`config.mk`:
```
export PLATFORM = sky130hd
export DESIGN_NAME = disp_shifter_top
export DESIGN_NICKNAME = d
export VERILOG_FILES = /design/src/rtl/disp_shifter_pkg.sv /design/src/rtl/disp_clk_div.sv /design/src/rtl/disp_load_ctrl.sv /design/src/rtl/disp_frame_shift.sv /design/src/rtl/disp_shifter_top.sv
export SDC_FILE = /design/constraint.sdc
export NUM_CORES = 1
export LEC_CHECK = 0
export BUFFER_PORTS_ARGS = -buffer_cell sky130_fd_sc_hd__buf_2
export CAP_MARGIN = 25
export CORE_MARGIN = 8
export CORE_UTILIZATION = 30
export DETAILED_ROUTE_END_ITERATION = 8
export SYNTH_ARGS = -nofsm -noshare
export SYNTH_HDL_FRONTEND = slang
export SYNTH_HIERARCHICAL = 1
export SYNTH_SLANG_ARGS = --single-unit
```
`constraint.sdc`:
```
create_clock -name clk -period 2.19 [get_ports clk]
set_input_delay 0.219 -clock clk [delete_from_list [all_inputs] [get_ports clk]]
set_output_delay 0.219 -clock clk [all_outputs]
set_load 0.005 [all_outputs]
```
`src/rtl/disp_shifter_pkg.sv`:
```
package disp_shifter_pkg;

  // Build the outgoing frame, bit 0 leaves first:
  // [0] start (0), [DW:1] data LSB first, [DW+1] parity, [DW+2] stop (1)
  function automatic logic [31:0] build_frame(input logic [15:0] data,
                                              input logic parity,
                                              input int dw);
    logic [31:0] f;
    f = '0;
    f[0] = 1'b0;
    for (int i = 0; i < dw; i++) f[i+1] = data[i];
    f[dw+1] = parity;
    f[dw+2] = 1'b1;
    return f;
  endfunction

  function automatic int frame_len(input int dw);
    return dw + 3;
  endfunction

endpackage

```
`src/rtl/disp_clk_div.sv`:
```
module disp_clk_div #(
  parameter int DIV = 16
) (
  input  logic clk,
  input  logic rst_n,
  output logic clk_out,
  output logic fall_evt,
  output logic rise_evt
);
  localparam int HALF = DIV / 2;
  localparam int CW   = (DIV > 1) ? $clog2(DIV) : 1;

  logic [CW-1:0] cnt;

  assign fall_evt = (cnt == CW'(HALF - 1));
  assign rise_evt = (cnt == CW'(DIV - 1));

  always_ff @(posedge clk) begin
    if (!rst_n) begin
      cnt     <= '0;
      clk_out <= 1'b0;
    end else begin
      if (rise_evt) begin
        cnt     <= '0;
        clk_out <= 1'b1;
      end else begin
        cnt <= cnt + 1'b1;
        if (fall_evt) clk_out <= 1'b0;
      end
    end
  end


  period_hi_chk: assert property (@(posedge clk) disable iff (!rst_n)
    $rose(clk_out) |-> $past(rise_evt));

  period_lo_chk: assert property (@(posedge clk) disable iff (!rst_n)
    $fell(clk_out) |-> $past(fall_evt));

endmodule

```
`src/rtl/disp_load_ctrl.sv`:
```
module disp_load_ctrl (
  input  logic clk,
  input  logic rst_n,
  input  logic rec_en,
  input  logic ld_strobe,
  input  logic busy,
  output logic load_req,
  output logic load_acc
);
  logic strobe_q;

  always_ff @(posedge clk) begin
    if (!rst_n) strobe_q <= 1'b0;
    else        strobe_q <= ld_strobe;
  end

  assign load_req = ld_strobe & ~strobe_q & ~rec_en;
  assign load_acc = load_req & ~busy;


  no_load_busy_chk: assert property (@(posedge clk) disable iff (!rst_n)
    busy |-> !load_acc);

endmodule

```
`src/rtl/disp_frame_shift.sv`:
```
module disp_frame_shift #(
  parameter int DATA_W = 8
) (
  input  logic              clk,
  input  logic              rst_n,
  input  logic              load_acc,
  input  logic [DATA_W-1:0] data_in,
  input  logic              parity_in,
  input  logic              fall_evt,
  output logic              ser_data,
  output logic              busy
);
  import disp_shifter_pkg::*;

  localparam int FW = frame_len(DATA_W);
  localparam int SW = $clog2(FW + 1);

  logic [FW-1:0] sh;
  logic [SW-1:0] sent;
  logic [31:0]   frame_w;
  logic          last_done;

  assign frame_w   = build_frame(16'(data_in), parity_in, DATA_W);
  assign last_done = (sent == SW'(FW));

  always_ff @(posedge clk) begin
    if (!rst_n) begin
      sh       <= '1;
      sent     <= '0;
      busy     <= 1'b0;
      ser_data <= 1'b1;
    end else if (load_acc) begin
      sh   <= frame_w[FW-1:0];
      sent <= '0;
      busy <= 1'b1;
    end else if (busy && fall_evt) begin
      if (last_done) begin
        busy     <= 1'b0;
        ser_data <= 1'b1;
      end else begin
        ser_data <= sh[0];
        sh       <= {1'b1, sh[FW-1:1]};
        sent     <= sent + 1'b1;
      end
    end
  end


  data_edge_chk: assert property (@(posedge clk) disable iff (!rst_n)
    !$stable(ser_data) |-> $past(fall_evt));

  idle_high_chk: assert property (@(posedge clk) disable iff (!rst_n)
    !busy |-> ser_data);

  busy_start_chk: assert property (@(posedge clk) disable iff (!rst_n)
    $rose(busy) |-> $past(load_acc));

  frame_hold_chk: assert property (@(posedge clk) disable iff (!rst_n)
    (busy && $past(busy) && !$past(fall_evt)) |-> $stable(sh));

  count_bound_chk: assert property (@(posedge clk) disable iff (!rst_n)
    busy |-> (sent <= SW'(FW)));

endmodule

```
`src/rtl/disp_shifter_top.sv`:
```
module disp_shifter_top #(
  parameter int DATA_W   = 8,
  parameter int SCLK_DIV = 16,
  parameter int MCLK_DIV = 4
) (
  input  logic              clk,
  input  logic              rst_n,
  input  logic              rec_en,
  input  logic              ld_strobe,
  input  logic [DATA_W-1:0] data_in,
  input  logic              parity_in,
  output logic              mcu_clk,
  output logic              ser_clk,
  output logic              ser_data,
  output logic              busy
);
  logic sclk_fall, sclk_rise, mclk_fall, mclk_rise;
  logic load_req, load_acc;

  disp_clk_div #(.DIV(SCLK_DIV)) u_sclk (
    .clk(clk), .rst_n(rst_n), .clk_out(ser_clk),
    .fall_evt(sclk_fall), .rise_evt(sclk_rise));

  disp_clk_div #(.DIV(MCLK_DIV)) u_mclk (
    .clk(clk), .rst_n(rst_n), .clk_out(mcu_clk),
    .fall_evt(mclk_fall), .rise_evt(mclk_rise));

  disp_load_ctrl u_ld (
    .clk(clk), .rst_n(rst_n), .rec_en(rec_en), .ld_strobe(ld_strobe),
    .busy(busy), .load_req(load_req), .load_acc(load_acc));

  disp_frame_shift #(.DATA_W(DATA_W)) u_sh (
    .clk(clk), .rst_n(rst_n), .load_acc(load_acc), .data_in(data_in),
    .parity_in(parity_in), .fall_evt(sclk_fall),
    .ser_data(ser_data), .busy(busy));


  rec_block_chk: assert property (@(posedge clk) disable iff (!rst_n)
    rec_en |-> !load_acc);

  req_acc_chk: assert property (@(posedge clk) disable iff (!rst_n)
    load_acc |-> load_req);

endmodule

```
==> results.rst <==
.. list-table::
   :header-rows: 1

   * - Metric
     - Value
   * - Largest net degree at the start of global routing
     - 20
   * - Routed WL
     - roughly 2400 µm
   * - TritonCTS buffer count
     - 3
   * - Sw power
     - about 190 µW
   * - Sequential standard cell area
     - between 500 and 600 µm²
   * - DRC violation total after the first TritonRoute iteration
     - 36
   * - Reported leakage power
     - roughly 0.00051 µW
   * - Commonest cells after routing, fill and taps aside
     - dfxtp_1, buf_2, nor2_1
   * - Critical register-to-register path endpoint
     - u_sh/sent[2]
   * - Most common cell after layout, fill and taps aside
     - dfxtp_1
   * - R2r startpoint
     - u_sclk/cnt[0]
   * - Number of endpoints with negative hold slack in the final report
     - 0
   * - Number of gates resized after CTS
     - 0
   * - Worst Path Class, Setup
     - register to register
   * - Start point of the worst min-delay path
     - ld_strobe
   * - Routed vias
     - between 900 and 1000
   * - Cell with the largest stage delay on the worst path
     - or4_1
   * - Number of slew-limit violations in the final report
     - 0
   * - Worst R2R Setup Slack
     - around 300 ps
   * - Buffer levels on the longest clock path
     - 2
   * - Maximum resistive drop on vdd
     - around 0.00056 V
   * - Startpoint kind of the worst setup timing path
     - register
   * - Post-Place Cells
     - 186
   * - Class of the most critical hold timing path
     - input pin to register
   * - Path depth of the worst reg2reg path
     - 6
   * - Internal power component
     - between 600 and 700 µW
   * - Register share of total power
     - between 50% and 60%
   * - Gr usage total
     - slightly below 8%
   * - Total setup buffers inserted after CTS
     - 0
   * - Final ANT Viol Nets
     - 0
   * - TritonCTS Sinks
     - 25
   * - Endpoint of the worst setup timing path
     - u_sh/sent[2]
   * - Post-cts hold buffer count
     - 0
   * - Aggregate negative setup slack
     - 0 ps
   * - Post-layout util
     - ~36%
   * - Worst path arrival time
     - approximately 2100 ps
   * - Transition time of the tightest slew-check pin
     - approximately 370 ps
   * - Part of the cycle the worst path needs
     - a little under nine tenths
   * - Mean area per synthesized cell
     - ~9 µm²
   * - Final count of negative-setup-slack endpoints
     - 0
   * - Max incr delay on CP
     - 470 ps
   * - Total power per unit cell area
     - around 630 mW/mm²
   * - HPWL after DPL
     - around 1700 µm
   * - Most common cell type on the critical path
     - nand2_1
   * - Area of all placed cells without fillers
     - roughly 0.0013 mm²
   * - Slew margin rel.
     - approximately three quarters
   * - Run status
     - finished clean
   * - Crit end category
     - register
   * - CP Max Fanout
     - 13
   * - H-tree levels
     - 1
   * - Post-synth design cell area
     - ~0.0012 mm²
   * - Share of cells above drive strength 1
     - approximately 23%
   * - Max-cap viol count
     - 0
   * - Required time reported for the critical path endpoint
     - between 2000 and 2500 ps
   * - Setup slack at placement
     - roughly 330 ps
   * - Clock tree from TritonCTS
     - done
   * - Synthesis Warnings
     - 6
   * - Synthesis-to-finish area growth
     - 14.2%
   * - Number of antenna violations at the first check in global routing
     - 0
   * - Total nets after synthesis
     - between 100 and 150
   * - CTS Root Buffer Type
     - clkbuf_8
   * - Y dimension of the die
     - 78.3 µm
   * - Mapped Cells
     - about 130
   * - Worst setup path startpoint
     - u_sclk/cnt[0]
   * - Remaining global-route overflow
     - 0
   * - Core region area
     - between 0.003 and 0.004 mm²
   * - Clock latency on the worst-skew pair
     - 270 ps
   * - Global-route wire length before repair
     - a little over 4000 µm
   * - Routability Congestion
     - ~0.8
   * - DIE WIDTH
     - about 80 µm
   * - Reg clk slew, reported paths
     - 80 ps
   * - # port buffers
     - 16
   * - Final worst path period need
     - roughly 1900 ps
   * - Combined area of the multi-input logic cells
     - 608 µm²
   * - IO Count
     - 17
   * - Via count normalized by instance count
     - about 5
   * - Starting density of the core
     - between 30% and 40%
   * - Switching power as a share of total power
     - 22.8%
   * - Count of TritonRoute iterations in the first routing pass
     - 4
   * - Fin cells
     - between 150 and 200
   * - Worst clock skew on the final layout
     - between 3 and 4 ps
   * - Highest clock frequency the design can meet
     - 0.530 GHz
   * - Die area
     - about 0.006 mm²
   * - Post-DP Area
     - 0.00129 mm²
   * - Count of unresolved DRC violations after routing
     - 0
   * - Nets@finish
     - 160
   * - Fillcell total
     - 405
   * - Number of rows created at floorplan
     - 22
   * - Logic gate share of total power
     - 9.4%
   * - Diodes inserted
     - 0
   * - Clock power frac
     - about a third
   * - Via count of the first global-routing pass
     - 898
   * - Routed length per placed instance
     - approximately 12 µm
   * - Unrepaired setup endpoints after global routing
     - no
   * - Final critical-path setup slack
     - 305 ps
   * - Crit-path cells
     - ha_1, nand2_1, nor2_1, nand2_1, or4_1, a21oi_1
## worst min-delay path by stage
| stage | to | cells past startpoint |
|---|---|---|
| after global routing | u_ld/strobe_q | 2 |
| after global placement | u_mclk/cnt[0] | 1 |
| final | u_ld/strobe_q | 2 |
| after floorplan | u_sclk/cnt[1] | 2 |
| after CTS | u_ld/strobe_q | 2 |
| after detailed placement | u_mclk/cnt[0] | 1 |
## layer usage
layer,global-route usage (%),up-vias,part of all wire [%]
met2,11.3,18,44
li1,-,485,-
met5,0,-,0
met3,3.42,6,5.2
met1,10.1,441,49
met4,2.78,0,1.3
## critical path: cells and delay by family (launching register included)
family / cells / cell delay [ps]
simple gates: 4 / 1020
flops: 1 / 390
fa+ha+maj: 1 / 250
compound gates: 1 / 150
## cell type report
class                           instances  area share, %
Clock buffer                            4           3.38
Inverter                                6           1.69
Multi-Input combinational cell         89           45.7
Sequential cell                        25           37.6
Tap cell                               48           4.51
Timing Repair Buffer                   18           7.14
## sequential cells by signal, summed over array words and instances, names as in the netlist, 2 cells and up
name and count:
u_sh/sh 10, u_sclk/cnt 4, u_sh/sent 4, u_mclk/cnt 2
## power by group through the flow
stage	clock (µW)	sequential (µW)	combinational [µW]
after floorplan	0	497	52.4
after global placement	0	498	77.3
after detailed placement	0	500	79.1
after CTS	276	489	79.3
after global routing	297	492	87.9
final	268	489	78.6
## through the flow
stage          hold WS (ps)  power (µW)
3_3_place_gp            433         576
5_1_grt                 184         877
6_report                167         836
3_5_place_dp            439         579
2_1_floorplan           333         550
4_1_cts                 163         845
No activity file was read; power rests on OpenSTA's default activity.
